**src/rtl/avg_pkg.sv**
```systemverilog
package avg_pkg;
  typedef enum logic {
    POL_POS = 1'b0,
    POL_REV = 1'b1
  } pol_e;
endpackage

```
**src/rtl/avg_cfg_track.sv**
```systemverilog
module avg_cfg_track #(
  parameter int CHAN_W    = 4,
  parameter int SPEED_W   = 4,
  parameter int CHAN_RST  = 0,
  parameter int SPEED_RST = 3
) (
  input  logic               clk_i,
  input  logic               rst_ni,
  input  logic               take_i,
  input  logic [CHAN_W-1:0]  chan_i,
  input  logic [SPEED_W-1:0] speed_i,
  output logic               chan_chg_o,
  output logic               spd_chg_o
);
  localparam logic [CHAN_W-1:0]  CHAN_INIT = CHAN_W'(CHAN_RST);
  localparam logic [SPEED_W-1:0] SPD_INIT  = SPEED_W'(SPEED_RST);

  logic [CHAN_W-1:0]  chan_q;
  logic [SPEED_W-1:0] eff_q, eff_d;

  // zero speed code keeps the speed in use
  assign eff_d      = (speed_i == '0) ? eff_q : speed_i;
  assign chan_chg_o = (chan_i != chan_q);
  assign spd_chg_o  = (eff_d != eff_q);

  always_ff @(posedge clk_i or negedge rst_ni) begin
    if (!rst_ni) begin
      chan_q <= CHAN_INIT;
      eff_q  <= SPD_INIT;
    end else if (take_i) begin
      chan_q <= chan_i;
      eff_q  <= eff_d;
    end
  end

  a_r10_zero_keeps: assert property (@(posedge clk_i) disable iff (!rst_ni)
    (take_i && speed_i == '0) |=> $stable(eff_q));
  a_r10_load_speed: assert property (@(posedge clk_i) disable iff (!rst_ni)
    (take_i && speed_i != '0) |=> (eff_q == $past(speed_i)));
endmodule

```
**src/rtl/avg_sample_store.sv**
```systemverilog
module avg_sample_store
  import avg_pkg::*;
#(
  parameter int DATA_W = 24
) (
  input  logic              clk_i,
  input  logic              rst_ni,
  input  logic              take_i,
  input  logic [DATA_W-1:0] sample_i,
  input  logic              mode_2x_i,
  input  logic              brk_i,
  output pol_e              pol_o,
  output logic [DATA_W-1:0] prev_o,
  output pol_e              prev_pol_o,
  output logic              have_prev_o,
  output logic              pair_open_o
);
  pol_e              pol_q, prev_pol_q;
  logic [DATA_W-1:0] prev_q;
  logic              have_q, open_q, open_d;

  // single rate: close an open pair unless config broke it
  assign open_d = mode_2x_i ? 1'b0 : !(open_q && !brk_i);

  always_ff @(posedge clk_i or negedge rst_ni) begin
    if (!rst_ni) begin
      pol_q      <= POL_POS;
      prev_pol_q <= POL_POS;
      prev_q     <= '0;
      have_q     <= 1'b0;
      open_q     <= 1'b0;
    end else if (take_i) begin
      pol_q      <= (pol_q == POL_POS) ? POL_REV : POL_POS;
      prev_pol_q <= pol_q;
      prev_q     <= sample_i;
      have_q     <= 1'b1;
      open_q     <= open_d;
    end
  end

  assign pol_o       = pol_q;
  assign prev_o      = prev_q;
  assign prev_pol_o  = prev_pol_q;
  assign have_prev_o = have_q;
  assign pair_open_o = open_q;

  a_r2_pol_toggle: assert property (@(posedge clk_i) disable iff (!rst_ni)
    take_i |=> (pol_q != $past(pol_q)));
  a_r2_pol_hold: assert property (@(posedge clk_i) disable iff (!rst_ni)
    !take_i |=> $stable(pol_q));
  a_r6_prev_opposite: assert property (@(posedge clk_i) disable iff (!rst_ni)
    have_q |-> (prev_pol_q != pol_q));
endmodule

```
**src/rtl/avg_combiner.sv**
```systemverilog
module avg_combiner
  import avg_pkg::*;
#(
  parameter int DATA_W = 24
) (
  input  logic [DATA_W-1:0] prev_i,
  input  pol_e              prev_pol_i,
  input  logic [DATA_W-1:0] cur_i,
  output logic [DATA_W-1:0] half_o
);
  localparam int SUM_W = DATA_W + 1;

  logic signed [SUM_W-1:0] pos_x, rev_x, diff;

  always_comb begin
    if (prev_pol_i == POL_POS) begin
      pos_x = {prev_i[DATA_W-1], prev_i};
      rev_x = {cur_i[DATA_W-1], cur_i};
    end else begin
      pos_x = {cur_i[DATA_W-1], cur_i};
      rev_x = {prev_i[DATA_W-1], prev_i};
    end
    diff = pos_x - rev_x;
  end

  // arithmetic halve: drop the lsb of the widened difference
  assign half_o = diff[SUM_W-1:1];
endmodule

```
**src/rtl/offset_avg.sv**
```systemverilog
module offset_avg
  import avg_pkg::*;
#(
  parameter int DATA_W    = 24,
  parameter int CHAN_W    = 4,
  parameter int SPEED_W   = 4,
  parameter int SPEED_RST = 3
) (
  input  logic               clk_i,
  input  logic               rst_ni,
  input  logic               sample_valid_i,
  input  logic [DATA_W-1:0]  sample_i,
  input  logic [CHAN_W-1:0]  chan_i,
  input  logic [SPEED_W-1:0] speed_i,
  input  logic               mode_2x_i,
  output logic               polarity_o,
  output logic               out_valid_o,
  output logic [DATA_W-1:0]  result_o,
  output logic               result_ok_o
);
  logic              chan_chg, spd_chg, brk;
  pol_e              pol, prev_pol;
  logic [DATA_W-1:0] prev, half;
  logic              have_prev, pair_open, emit, ok_d;

  avg_cfg_track #(
    .CHAN_W(CHAN_W), .SPEED_W(SPEED_W), .CHAN_RST(0), .SPEED_RST(SPEED_RST)
  ) u_cfg (
    .clk_i, .rst_ni, .take_i(sample_valid_i), .chan_i, .speed_i,
    .chan_chg_o(chan_chg), .spd_chg_o(spd_chg)
  );

  assign brk = chan_chg || spd_chg;

  avg_sample_store #(.DATA_W(DATA_W)) u_store (
    .clk_i, .rst_ni, .take_i(sample_valid_i), .sample_i, .mode_2x_i,
    .brk_i(brk), .pol_o(pol), .prev_o(prev), .prev_pol_o(prev_pol),
    .have_prev_o(have_prev), .pair_open_o(pair_open)
  );

  avg_combiner #(.DATA_W(DATA_W)) u_comb (
    .prev_i(prev), .prev_pol_i(prev_pol), .cur_i(sample_i), .half_o(half)
  );

  assign emit = sample_valid_i && (mode_2x_i ? have_prev : (pair_open && !brk));
  assign ok_d = mode_2x_i ? !chan_chg : 1'b1;

  always_ff @(posedge clk_i or negedge rst_ni) begin
    if (!rst_ni) begin
      out_valid_o <= 1'b0;
      result_o    <= '0;
      result_ok_o <= 1'b0;
    end else begin
      out_valid_o <= emit;
      if (emit) begin
        result_o    <= half;
        result_ok_o <= ok_d;
      end
    end
  end

  assign polarity_o = (pol == POL_REV);

  a_r11_after_sample: assert property (@(posedge clk_i) disable iff (!rst_ni)
    out_valid_o |-> $past(sample_valid_i));
  a_r11_hold: assert property (@(posedge clk_i) disable iff (!rst_ni)
    !out_valid_o |-> ($stable(result_o) && $stable(result_ok_o)));
  a_r4_single_ok: assert property (@(posedge clk_i) disable iff (!rst_ni)
    (out_valid_o && !$past(mode_2x_i)) |-> result_ok_o);
  a_r5_open_silent: assert property (@(posedge clk_i) disable iff (!rst_ni)
    (sample_valid_i && !mode_2x_i && !pair_open) |=> !out_valid_o);
  a_r7_chan_flag: assert property (@(posedge clk_i) disable iff (!rst_ni)
    (sample_valid_i && mode_2x_i && have_prev && chan_chg) |=> (out_valid_o && !result_ok_o));
  a_r8_speed_ok: assert property (@(posedge clk_i) disable iff (!rst_ni)
    (sample_valid_i && mode_2x_i && have_prev && !chan_chg) |=> (out_valid_o && result_ok_o));
endmodule

```
**config.mk**
```make
export PLATFORM = sky130hd
export DESIGN_NAME = offset_avg
export DESIGN_NICKNAME = d
export VERILOG_FILES = /design/src/rtl/avg_pkg.sv /design/src/rtl/avg_cfg_track.sv /design/src/rtl/avg_sample_store.sv /design/src/rtl/avg_combiner.sv /design/src/rtl/offset_avg.sv
export SDC_FILE = /design/constraint.sdc
export NUM_CORES = 1
export LEC_CHECK = 0
export BUFFER_PORTS_ARGS = -buffer_cell sky130_fd_sc_hd__buf_2
export CORE_ASPECT_RATIO = 1.1
export CORE_MARGIN = 1
export CORE_UTILIZATION = 38
export CTS_BUF_LIST = sky130_fd_sc_hd__clkbuf_4 sky130_fd_sc_hd__clkbuf_8
export CTS_CLUSTER_DIAMETER = 50
export DETAILED_ROUTE_END_ITERATION = 10
export PLACE_DENSITY = 0.68
export SETUP_SLACK_MARGIN = 0.2
export SLEW_MARGIN = 30
export SYNTH_ARGS = -nofsm -noshare
export SYNTH_HDL_FRONTEND = slang
export SYNTH_SLANG_ARGS = --single-unit
```
**constraint.sdc**
```tcl
create_clock -name clk_i -period 3.4 [get_ports clk_i]
set_input_delay 0.68 -clock clk_i [delete_from_list [all_inputs] [get_ports clk_i]]
set_output_delay 0.68 -clock clk_i [all_outputs]
set_load 0.01 [all_outputs]
```
; Word-level counts from Yosys, hierarchy flattened
; Index checks and enable logic that the tools add are counted.
[op_classes]
addsub = 1
eq_ne = 2
n_mux = 7
reduce_logical = 7
[ops]
columns = cell, n
row1 = 25-bit two-way mux, 2
row2 = 25-bit subtractor, 1
row3 = 4-bit != test, 2
row4 = 4-bit zero test, 1
row5 = 1-bit two-way mux, 4
row6 = 4-bit two-way mux, 1
row7 = 1-bit zero test, 3
row8 = 1-bit logical AND, 2
row9 = 1-bit logical OR, 1
[word_totals]
reg_bits = 62
output_inout_bits = 27

; Logic depth before layout (Yosys ltp)
[depth]
ltp_word = 8
depth_mapped = 12
mapped_depth_nobuf = 10

; Cells and area by module
; A second synthesis with hierarchy kept.
[hier_totals]
hier_cells = 388
hier_area_um2 = 4334.2
[modules_own_cells]
columns = module, n_inst, cells_each, area_per_inst_um2, seq_area_each_um2
row1 = avg_combiner, 1, 231, 1762.9, 0.0
row2 = offset_avg, 1, 59, 1082.3, 650.6
row3 = avg_sample_store, 1, 62, 1073.5, 700.7
row4 = avg_cfg_track, 1, 36, 415.4, 202.7

; Least setup slack after synthesis
; OpenSTA, ideal clock, no wires.
[synth_path]
path_kind = register to register
from = register u_store.prev_pol_q, in the netlist u_store.prev_pol_o
to = register result_o[21]
setup_time_ns = 0.095
arrival_time_ns = 3.148
required_ns = 3.305
setup_slack_ns = 0.157
stages_incl_launch_ff = 13
n_path_buf = 2
period_less_slack_ns = 3.243
path_cell_list = dfrtp_1 > buf_1 > buf_1 > mux2i_1 > inv_1 > fa_1 > nand2b_1 > a21oi_1 > o31a_1 > o21ai_1 > a2111o_1 > and3_1 > o31ai_1
[synth_via]
elab_chain_cells = 2
elab_cells_between_ends = 3
[synth_rtl]
columns = item, line_no
row1 = start: declaration, avg_sample_store.sv:18  ; pol_e pol_q, prev_pol_q;
row2 = start signal: assignment, avg_sample_store.sv:34  ; prev_pol_q <= pol_q;
row3 = 25-bit two-way mux, avg_combiner.sv:16  ; if (prev_pol_i == POL_POS) begin
row4 = 25-bit subtractor (*), avg_combiner.sv:23  ; diff = pos_x - rev_x;
row5 = end signal: assignment, offset_avg.sv:56  ; result_o <= half;
row6 = end: declaration, offset_avg.sv:18  ; output logic [DATA_W-1:0] result_o,
; Mark *: on every way between the ends. The rest lies on a longest branch, timed or not.
; A chain may end at the register's enable or synchronous reset.

; Worst setup path after layout
; Ends and elaborated chain as after synthesis.

==> qor.yml <==
outcome:
  status: "completed"
setup_path:
  path_class: "reg2reg"
  cp_max_fo: 12
  worst_setup_path_end_kind: "register"
  rrSetupSlack_ns: 0.37
  reg2reg_depth: 10
  timing.rr.start: "u_store.prev_pol_o"
  r2r_end: "result_o[21]"
  worstSetupStartpointType: "register"
  arrival_ns: 3.29
  worstPathRequired_ns: 3.66
clocking:
  hold_buffers: 0
  cts_buffers: 9
  clkLatencyLatePin_ns: 0.35
  cts_sinks: 62
  cts_tree: "built"
  clkTransAtPathRegs_ns: 0.07
  clock_path_buffers: 2
  root_buffer: "clkbuf_8"
  htreeDepth: 3
global_route:
  grt-ovfl-total: 0
  gr-usage-met1: 0.224
  grt_pass1_vias: 3443
  grt.total_usage: 0.177
  grtUsageMet2: 0.292
  antenna_found_initial: 0
  grt_max_degree: 59
  met3_usage: 0.0467
  grt_busiest_layer: "met2"
  grt_first_pass_wirelength_mm: 16.0
min_path:
  hp-class: "in2async"
die:
  die_y_um: 112
  core_mm2: 0.0106
  num_rows: 39
  io_pins: 63
  dieArea_mm2: 0.0115
  fp.dieW_um: 102
  initial_utilization: 0.397
yosys:
  synth_simple_gate_area_frac: 0.104
  synthMuxAreaShare: 0.192
  synth-edff-count: 0
  yosys.area_share.adder: 0.0702
  synthXorXnorAreaFrac: 0.0520
  synth_area_per_cell_um2: 9.79
  ys_seq_elements: 62
  syn-num-nets: 489
  synthArstFlopShare: 1.00
  synth_top_family_by_area: "multiplexers"
  yosysWarnings: 0
  ys_types: 57
  netlist_instances: 430
  synth.largest_area_cell: "dfrtp_1"
  seq_area_frac_synth: 0.369
  synth_compound_area_frac: 0.177
  synthFlopType: "dfrtp_1"
  synthTopCellsByArea: "dfrtp_1, mux2_2, ha_1"
  synth_area_mm2: 0.00421
  synth_top_area_share: 0.357
timing:
  rsz0062_at_grt: "yes"
  hold_viol: 0
  setup_viol: 0
  worst_pin_slew_ns: 0.738
  final.period_utilization: 0.891
  fin_worst_skew_ns: 0.0112
  maxSlewViolCount: 0
  period_needed_ns: 3.03
  fin_tns_setup_ns: 0
  relSlewSlack: 0.508
  timing.hold.ws_ns: 0.132
  fmaxAchievable_mhz: 330
finish:
  drive_gt1_frac: 0.312
  n_fill_cell: 1042
  multi_input_area_mm2: 0.00252
  synthToLayoutAreaGrowth_pct: 18.4
  diodes: 0
  seq_area_mm2: 0.00156
  final_nets: 561
routing:
  num_vias: 3413
  wl_per_cell_um: 14.4
  drtIter0Drc: 120
  ant_nets: 0
  vias_per_cell: 5.26
  drc: 0
  routed_wirelength_mm: 9.35
  first_pass_iters: 4
job:
  maxCapViolations: 0
placed_design:
  port_buffers: 62
  hpwl_mm: 7.03
  gp_congestion: 0.853
power_and_ir_drop:
  ir_worst_vdd_mv: 0.283
  powerDensity_mw_per_mm2: 887
  p_leak_nw: 2.28
registers in the layout, indices dropped and copies added (netlist names):
register and count:
u_cfg.eff_q 4, result_ok_o 1, u_store.pair_open_o 1, u_store.prev_pol_o 1, result_o 24, u_store.prev_o 24
u_store.have_prev_o 1, out_valid_o 1, u_store.pol_o 1, u_cfg.chan_q 4
placed cells by master, fill, tap and decap left out, types with 8 or more instances in the layout:
| cell type | n |
|---|---|
| inv_1 | 17 |
| buf_4 | 16 |
| a21oi_1 | 29 |
| o21ai_1 | 10 |
| ha_1 | 22 |
| mux2_2 | 50 |
| nand3_1 | 8 |
| mux2i_1 | 23 |
| xnor2_1 | 18 |
| nand2b_1 | 8 |
| buf_2 | 62 |
| nand2_1 | 42 |
| o21ai_0 | 32 |
| dfrtp_1 | 59 |
| clkbuf_8 | 11 |
| nor2_1 | 17 |
what timing repair did:
action                     4_1_cts  5_1_grt
setup endpoints to repair        1        7
buffers inserted                 0        7
gates resized for setup          1        4
layer usage:
metal	share of wire	up-vias	routed length, um
met4	0.012	0	114
met5	0	-	0
li1	-	1702	-
met1	0.45	1632	4240
met3	0.054	12	500
met2	0.48	67	4490
synth_stat cells, types with 4 or more instances:
master,instances
buf_2,4
mux2i_1,23
o31ai_1,5
xnor2_1,18
xor2_1,7
inv_1,17
a21oi_1,30
nand2_1,42
mux2_2,50
nand2b_1,8
o21ai_1,9
nor2_1,17
o21ai_0,33
a31oi_1,4
clkbuf_1,9
nand3_1,8
dfrtp_1,60
a21o_1,5
buf_1,4
nor3_1,5
ha_1,22
o21a_1,4
a211oi_1,4
metrics by stage:
stage / utilization / setup WS [ns] / cell area (um^2) / std cells / total power, W
2_1_floorplan: - / 0.251 / 4210 / 430 / 0.00294
3_3_place_gp: 0.443 / 0.199 / 4690 / 627 / 0.00355
3_5_place_dp: 0.443 / 0.134 / 4690 / 627 / 0.00360
4_1_cts: 0.464 / 0.219 / 4920 / 642 / 0.00436
5_1_grt: 0.471 / 0.183 / 4980 / 649 / 0.00479
6_report: 0.471 / 0.371 / 4980 / 649 / 0.00442
worst max path at each step:
| stage | startpoint | end | cells past startpoint |
|---|---|---|---|
| floorplan | u_store.prev_pol_o | result_o[23] | 10 |
| global placement | sample_i[0] | result_o[21] | 11 |
| detailed placement | sample_i[0] | result_o[21] | 11 |
| CTS | u_store.prev_pol_o | result_o[22] | 10 |
| global route | u_store.prev_pol_o | result_o[21] | 10 |
| finish | u_store.prev_pol_o | result_o[21] | 10 |
cell families after synthesis:
group	after synthesis
multiplexers	74
flip-flops	62
XOR/XNOR	25
adder cells (fa/ha/maj)	23
AND/OR/NAND/NOR	94
AO/OA/AOI/OAI	116
buffers and inverters	36
power breakdown:
group          internal [W]  switching (W)
Combinational       0.00120        0.00142
Clock              0.000446       0.000290
Sequential         0.000936       0.000137
Total               0.00258        0.00184
worst max-delay path: stages, from the launching register on:
cell and delay [ns]:
dfrtp_4 0.56, and3b_1 0.24, or2_2 0.33, fa_1 0.41, nand2b_1 0.19, a21oi_2 0.18
o31a_1 0.17, o21ai_1 0.10, a2111o_1 0.39, and3_1 0.19, o31ai_1 0.17
final cells by class:
cell class / instances / area share
tap: 143 / 0.0359
multi-input combinational: 332 / 0.505
timing repair buffer: 79 / 0.0886
clock buffer: 11 / 0.0304
clock inverter: 4 / 0.0141
inverter: 18 / 0.0136
sequential: 62 / 0.313
No activity file was read; power rests on OpenSTA's default activity.
